## config.mk

```make
export PLATFORM = sky130hd
export DESIGN_NAME = iowin_decoder
export DESIGN_NICKNAME = d
export VERILOG_FILES = /design/src/rtl/iowin_pkg.sv /design/src/rtl/iowin_reg.sv /design/src/rtl/iowin_cmp.sv /design/src/rtl/iowin_decoder.sv
export SDC_FILE = /design/constraint.sdc
export NUM_CORES = 1
export LEC_CHECK = 0
export BUFFER_PORTS_ARGS = -buffer_cell sky130_fd_sc_hd__clkbuf_2
export CAP_MARGIN = 20
export CORE_MARGIN = 2
export CORE_UTILIZATION = 40
export CTS_BUF_LIST = sky130_fd_sc_hd__clkbuf_8
export DETAILED_ROUTE_END_ITERATION = 12
export HOLD_SLACK_MARGIN = 0.15
export PLACE_DENSITY = 0.81
export SLEW_MARGIN = 20
export SYNTH_ARGS = -nofsm -noshare
export SYNTH_HDL_FRONTEND = slang
export SYNTH_HIERARCHICAL = 1
export SYNTH_SLANG_ARGS = --single-unit
export TNS_END_PERCENT = 5
```

## constraint.sdc

```tcl
create_clock -name clk -period 2.4 [get_ports clk]
set_clock_uncertainty 0.2 [all_clocks]
set_input_delay 0.48 -clock clk [delete_from_list [all_inputs] [get_ports clk]]
set_output_delay 0.48 -clock clk [all_outputs]
set_load 0.05 [all_outputs]
```

## src/rtl/iowin_pkg.sv

```systemverilog
package iowin_pkg;
  // Default geometry of the decoder
  localparam int unsigned IOW_ADDR_W = 16;
  localparam int unsigned IOW_REG_W  = 8;
  localparam int unsigned IOW_NIB_W  = 4;
  localparam int unsigned IOW_OFS_W  = 8;

  // Offsets and reset contents of the two window registers
  localparam logic [7:0] IOW_LO_OFS = 8'h1C;
  localparam logic [7:0] IOW_HI_OFS = 8'h1D;
  localparam logic [3:0] IOW_LO_RST = 4'hF;
  localparam logic [3:0] IOW_HI_RST = 4'h0;

  typedef enum logic [0:0] {
    WIN_LO = 1'b0,
    WIN_HI = 1'b1
  } win_sel_e;
endpackage

```

## src/rtl/iowin_reg.sv

```systemverilog
module iowin_reg #(
  parameter int unsigned REG_W = 8,
  parameter int unsigned NIB_W = 4,
  parameter int unsigned OFS_W = 8,
  parameter logic [OFS_W-1:0] MY_OFS = '0,
  parameter logic [NIB_W-1:0] RST_NIB = '0
) (
  input  logic             clk,
  input  logic             rst,
  input  logic             wr,
  input  logic             rd,
  input  logic [OFS_W-1:0] ofs,
  input  logic [NIB_W-1:0] wnib,
  output logic [NIB_W-1:0] field,
  output logic [REG_W-1:0] rdata
);
  localparam int unsigned PAD_W = REG_W - NIB_W;

  logic sel;
  assign sel = (ofs == MY_OFS);

  always_ff @(posedge clk) begin
    if (rst) begin
      field <= RST_NIB;
    end else if (wr && sel) begin
      field <= wnib;
    end
  end

  // Reserved low bits read back as zero
  assign rdata = (rd && sel) ? {field, {PAD_W{1'b0}}} : '0;
endmodule

```

## src/rtl/iowin_cmp.sv

```systemverilog
module iowin_cmp #(
  parameter int unsigned ADDR_W = 16,
  parameter int unsigned NIB_W  = 4
) (
  input  logic [NIB_W-1:0]  lo_nib,
  input  logic [NIB_W-1:0]  hi_nib,
  input  logic              valid,
  input  logic [ADDR_W-1:0] addr,
  output logic              hit
);
  localparam int unsigned LOW_W = ADDR_W - NIB_W;

  logic [ADDR_W-1:0] lo_bound;
  logic [ADDR_W-1:0] hi_bound;

  // Lower bound aligned down, upper bound filled to the block top
  assign lo_bound = {lo_nib, {LOW_W{1'b0}}};
  assign hi_bound = {hi_nib, {LOW_W{1'b1}}};

  // An inverted pair of bounds yields an empty window on its own
  assign hit = valid && (addr >= lo_bound) && (addr <= hi_bound);
endmodule

```

## src/rtl/iowin_decoder.sv

```systemverilog
module iowin_decoder
  import iowin_pkg::*;
#(
  parameter int unsigned ADDR_W = IOW_ADDR_W,
  parameter int unsigned REG_W  = IOW_REG_W,
  parameter int unsigned NIB_W  = IOW_NIB_W,
  parameter int unsigned OFS_W  = IOW_OFS_W,
  parameter logic [OFS_W-1:0] LO_OFS = OFS_W'(IOW_LO_OFS),
  parameter logic [OFS_W-1:0] HI_OFS = OFS_W'(IOW_HI_OFS),
  parameter logic [NIB_W-1:0] LO_RST = NIB_W'(IOW_LO_RST),
  parameter logic [NIB_W-1:0] HI_RST = NIB_W'(IOW_HI_RST)
) (
  input  logic              clk,
  input  logic              rst,
  input  logic              cfg_wr,
  input  logic              cfg_rd,
  input  logic [OFS_W-1:0]  cfg_ofs,
  input  logic [REG_W-1:0]  cfg_wdata,
  output logic [REG_W-1:0]  cfg_rdata,
  input  logic              io_valid,
  input  logic [ADDR_W-1:0] io_addr,
  output logic              fwd
);
  localparam int unsigned NREG  = 2;
  localparam int unsigned PAD_W = REG_W - NIB_W;

  logic [NIB_W-1:0] wnib;
  logic [PAD_W-1:0] unused_wlow;
  logic [NIB_W-1:0] fields [NREG];
  logic [REG_W-1:0] rd_each [NREG];

  assign wnib        = cfg_wdata[REG_W-1:PAD_W];
  assign unused_wlow = cfg_wdata[PAD_W-1:0];

  for (genvar i = 0; i < NREG; i++) begin : g_reg
    localparam logic [OFS_W-1:0] OFS_I = (i == int'(WIN_LO)) ? LO_OFS : HI_OFS;
    localparam logic [NIB_W-1:0] RST_I = (i == int'(WIN_LO)) ? LO_RST : HI_RST;
    iowin_reg #(
      .REG_W  (REG_W),
      .NIB_W  (NIB_W),
      .OFS_W  (OFS_W),
      .MY_OFS (OFS_I),
      .RST_NIB(RST_I)
    ) u_reg (
      .clk  (clk),
      .rst  (rst),
      .wr   (cfg_wr),
      .rd   (cfg_rd),
      .ofs  (cfg_ofs),
      .wnib (wnib),
      .field(fields[i]),
      .rdata(rd_each[i])
    );
  end

  // At most one register is selected; unmatched offsets leave zero
  always_comb begin
    cfg_rdata = '0;
    for (int i = 0; i < NREG; i++) begin
      cfg_rdata = cfg_rdata | rd_each[i];
    end
  end

  iowin_cmp #(
    .ADDR_W(ADDR_W),
    .NIB_W (NIB_W)
  ) u_cmp (
    .lo_nib(fields[WIN_LO]),
    .hi_nib(fields[WIN_HI]),
    .valid (io_valid),
    .addr  (io_addr),
    .hit   (fwd)
  );
endmodule

```

# Yosys cells after proc, flatten, opt, wreduce, memory -nomap -nowiden
# Index checks and enable logic that the tools add are counted.
# W data, S select, Z words.
dict set report totals {
  reg_bits 8
  in_bits 37
  output_inout_bits 9
  word_cells 15
}
dict set report op_classes {
  n_lt_le_gt_ge 2
  muxes 2
  bitwise_logic 1
  n_eq_ne 2
  n_reduce_logical 6
}
# op n
set ops {}
lappend ops {{$eq A8 B5 Y1 const B} 2}
lappend ops {{$ge A16 B16 Y1} 1}
lappend ops {{$le A16 B16 Y1} 1}
lappend ops {{$mux W8} 2}
lappend ops {{$or A8 B8 Y8} 1}
lappend ops {{$logic_and A1 B1 Y1} 6}

# Depth between registers and ports, before layout
dict set report depth {
  ltp_word 4
  ltp_mapped 5
  mapped_depth_nobuf 5
}

# By module
# Netlist, hierarchy kept.
# module seq_area_each_um2 area_per_inst_um2 cells_each n_inst
set modules_own_cells {}
lappend modules_own_cells {{iowin_reg at g_reg[1].u_reg} 80.1 272.8 33 1}
lappend modules_own_cells {iowin_cmp 0.0 267.8 35 1}
lappend modules_own_cells {{iowin_reg at g_reg[0].u_reg} 80.1 249.0 28 1}
lappend modules_own_cells {iowin_decoder 0.0 50.0 8 1}

# Worst setup path after synthesis
# No wires, ideal clock.
dict set report synth_path {
  path_kind {in2out}
  from {input port cfg_ofs[1]}
  to {output port cfg_rdata[4]}
  required_ps 1720
  slack_ps -227
  cell_stages 4
  path_buffers 0
  t_arrival_ps 1947
  path_cell_list {or4b_4 > nor3_1 > and3_1 > or2_1}
}
# item line
set synth_lines {}
lappend synth_lines {{start: declaration} iowin_decoder.sv:17} ;# input logic [OFS_W-1:0] cfg_ofs,
lappend synth_lines {{end: declaration} iowin_decoder.sv:19} ;# output logic [REG_W-1:0] cfg_rdata,

==> results.yml <==
clock_tree:
  root_buffer: "clkbuf_8"
  cts_sinks: 8
  cts_tree: "done"
  numCtsBuffers: 3
  cts_hold_buf: 0
  clock_path_buffers: 2
  htreeDepth: 1
  postCtsSetupRepairBufs: 0
  insertion_delay_ns: 0.23
  clk_pin_slew_worst_paths_ns: 0.04
placement:
  place_hpwl_mm: 1.72
  gp_congestion: 0.778
  port_buffers: 37
  post-place-ws_ns: -0.111
  placed_area_mm2: 0.00109
sta:
  min_period_over_period: 1.06
  slew_viol_final: 0
  holdWs_ns: 0.285
  clock.fmax_mhz: 394
  setup_slack_ns: -0.137
  hold_viol: 0
  period_needed_ns: 2.54
  rsz0062_at_grt: "true"
  setup_viol: 4
route:
  drt_iter0_drc: 17
  via_per_inst: 5.12
  drc_errors: 0
  ant_nets: 0
  wl_per_cell_um: 12.3
  num_vias: 870
  dr.pass1.iters: 4
  finalWirelength_mm: 2.09
setup_path:
  path_cells: "buf_6, or4b_4, nor3_4, buf_6, and3_4, or2_4, buf_12"
  slowest_delay_ns: 0.56
  crit_fanout: 6
  end_kind: "primary output"
  required_ns: 1.72
  crit_slowest_cell: "or4b_4"
  cp-start-kind: "input port"
  regToRegStartpoint: "g_reg[0].u_reg/field[0]"
  crit_buf_inv: 3
  crit_type: "in2out"
  cp-startpoint: "cfg_ofs[1]"
  critical_path.top_delay_family: "simple AND/OR/NAND/NOR gates"
  cp_common_cell: "buf_6"
  cp.arrival_ns: 1.86
pwr:
  cellPowerDensity_mw_per_mm2: 324
  p_sw_frac: 0.265
  internal-power_mw: 0.281
  finalPower_mw: 0.383
  seqPwrFrac: 0.350
  clockPowerShare: 0.415
  p_leak_nw: 0.582
  combPwrFrac: 0.236
  switchingPower_mw: 0.102
  vdd_drop_max_mv: 0.312
floorplanning:
  ios: 46
  rows: 16
  coreArea_mm2: 0.00196
  initial_core_util: 0.428
  die_h_um: 49.8
  dieArea_mm2: 0.00248
  die_w_um: 49.8
synthesis:
  syn-instance-count: 104
  yosys.area.top_type_share: 0.191
  yosysWarnings: 6
  syn_area_um2: 840
  synth_area_leader_cell: "dfxtp_1"
  yosysUniqueCellTypes: 32
  yosys-top-cells-area: "dfxtp_1, ha_1, buf_4"
  yosysSeqAreaShare: 0.191
  ys_seq_elements: 8
  syn_area_per_cell_um2: 8.07
final_layout:
  post-route-util: 0.603
  largest_reg_flops: 8
  final_nets: 190
  num_antenna_cells: 0
  n_fill_cell: 185
  regMostFlops: "g.u_reg/field"
  drive_above_1_share: 0.406
  top_regs: "g.u_reg/field (8)"
  area_delta_synth_final_pct: 41.0
  fin_area_mm2: 0.00118
global_route:
  grt.met2_usage: 0.351
  antenna_found_initial: 0
  grt_pass1_wl_mm: 3.58
  grt_busiest_layer: "met2"
  grt_pass1_vias: 864
  track_usage: 0.188
  gr-total-overflow: 0
  grt_max_degree: 14
  use_met1: 0.199
  grtUsageMet3: 0.0394
run:
  drv_cap: 0
hold_path:
  min_from: "g_reg[0].u_reg/field[3]"
  hold_class: "reg2reg"
run_status:
  outcome: "complete, but fails checks"
  violations: "setup timing"
==> synthesized netlist by cell type <==
| master | instances |
|---|---|
| inv_1 | 13 |
| buf_4 | 8 |
| dfxtp_1 | 8 |
| ha_1 | 8 |
| nand4_1 | 8 |
| or2_1 | 8 |
| nor2_1 | 7 |
| and3_1 | 4 |
| nor2b_1 | 4 |
| o31ai_1 | 4 |
| a21oi_1 | 3 |
| a221o_1 | 3 |
| and2_1 | 3 |
| and4bb_4 | 2 |
| conb_1 | 2 |
| nand2_1 | 2 |
| nor4_1 | 2 |
| a41o_1 | 1 |
| and3_4 | 1 |
| and4b_1 | 1 |
| mux2i_1 | 1 |
| nand2b_1 | 1 |
| nand3_1 | 1 |
| nor3_1 | 1 |
| nor4_2 | 1 |
| nor4b_2 | 1 |
| o21a_1 | 1 |
| o21ai_0 | 1 |
| o221a_1 | 1 |
| or2_2 | 1 |
| or4_4 | 1 |
| or4b_4 | 1 |
==> per-stage QoR <==
stage               TNS [ns]  std cells
global route          -0.588        170
finish                -0.358        170
CTS                   -0.331        170
floorplan                  0        110
global placement      -0.322        167
detailed placement    -0.454        167
==> logic make-up (layout without fill, tap and decap cells) <==
kind of cell	after synthesis	count (layout)	share of synthesized area
adder cells (fa/ha/maj)	8	8	0.119
multiplexers	1	1	0.0119
other	2	8	0.00895
AND/OR/NAND/NOR	50	50	0.410
buffers and inverters	21	54	0.130
AO/OA/AOI/OAI	14	14	0.130
flip-flops	8	8	0.191
==> repair_timing <==
item | in CTS | in global routing
setup endpoints to repair | 5 | 5
resized for setup | 9 | 3
pin swaps | 2 | 0
==> cell usage in the layout (no fill, tap or decap), types with 2 or more instances in the layout <==
cell type / Yosys / final
clkbuf_2: 0 / 31
and2_1: 3 / 3
ha_1: 8 / 8
nand4_1: 8 / 8
and4bb_4: 2 / 2
buf_12: 0 / 3
nor2b_1: 4 / 4
clkbuf_8: 0 / 4
buf_6: 0 / 2
o31ai_1: 4 / 4
and3_4: 1 / 2
nor2_1: 7 / 7
conb_1: 2 / 8
a21oi_1: 3 / 3
or2_1: 8 / 4
dfxtp_1: 8 / 5
nor4_1: 2 / 2
or2_4: 0 / 4
dfxtp_2: 0 / 3
nand2_1: 2 / 2
and3_1: 4 / 3
inv_1: 13 / 13
a221o_1: 3 / 3
==> cell type report <==
| class | count | area, um2 | share of cell area |
|---|---|---|---|
| tap | 27 | 33.8 | 0.0285 |
| timing repair buffer | 38 | 277 | 0.234 |
| clock buffer | 3 | 41.3 | 0.0349 |
| multi-input combinational | 81 | 619 | 0.523 |
| sequential | 8 | 164 | 0.138 |
| inverter | 13 | 48.8 | 0.0412 |
==> layer usage <==
| layer | vias up | share of wire |
|---|---|---|
| li1 | 440 | - |
| met3 | 4 | 0.10 |
| met5 | - | 0 |
| met1 | 373 | 0.40 |
| met4 | 0 | 0.016 |
| met2 | 53 | 0.49 |
==> worst paths after layout <==
path	end	slack [ns]	cells past startpoint
max	cfg_rdata[4]	-0.14	7
min	g_reg[0].u_reg/field[3]	0.28	1
max reg2reg	g_reg[0].u_reg/field[0]	1.44	1
min reg2reg	g_reg[0].u_reg/field[3]	0.28	1
==> power by group through the flow <==
stage | Clock [mW] | Combinational (mW) | Sequential (mW)
after floorplan | 0 | 0.0519 | 0.136
after global placement | 0 | 0.0823 | 0.136
after detailed placement | 0 | 0.0864 | 0.136
after CTS | 0.160 | 0.0883 | 0.134
after global routing | 0.170 | 0.0990 | 0.134
final | 0.159 | 0.0902 | 0.134
(Power assumes the default switching activity.)
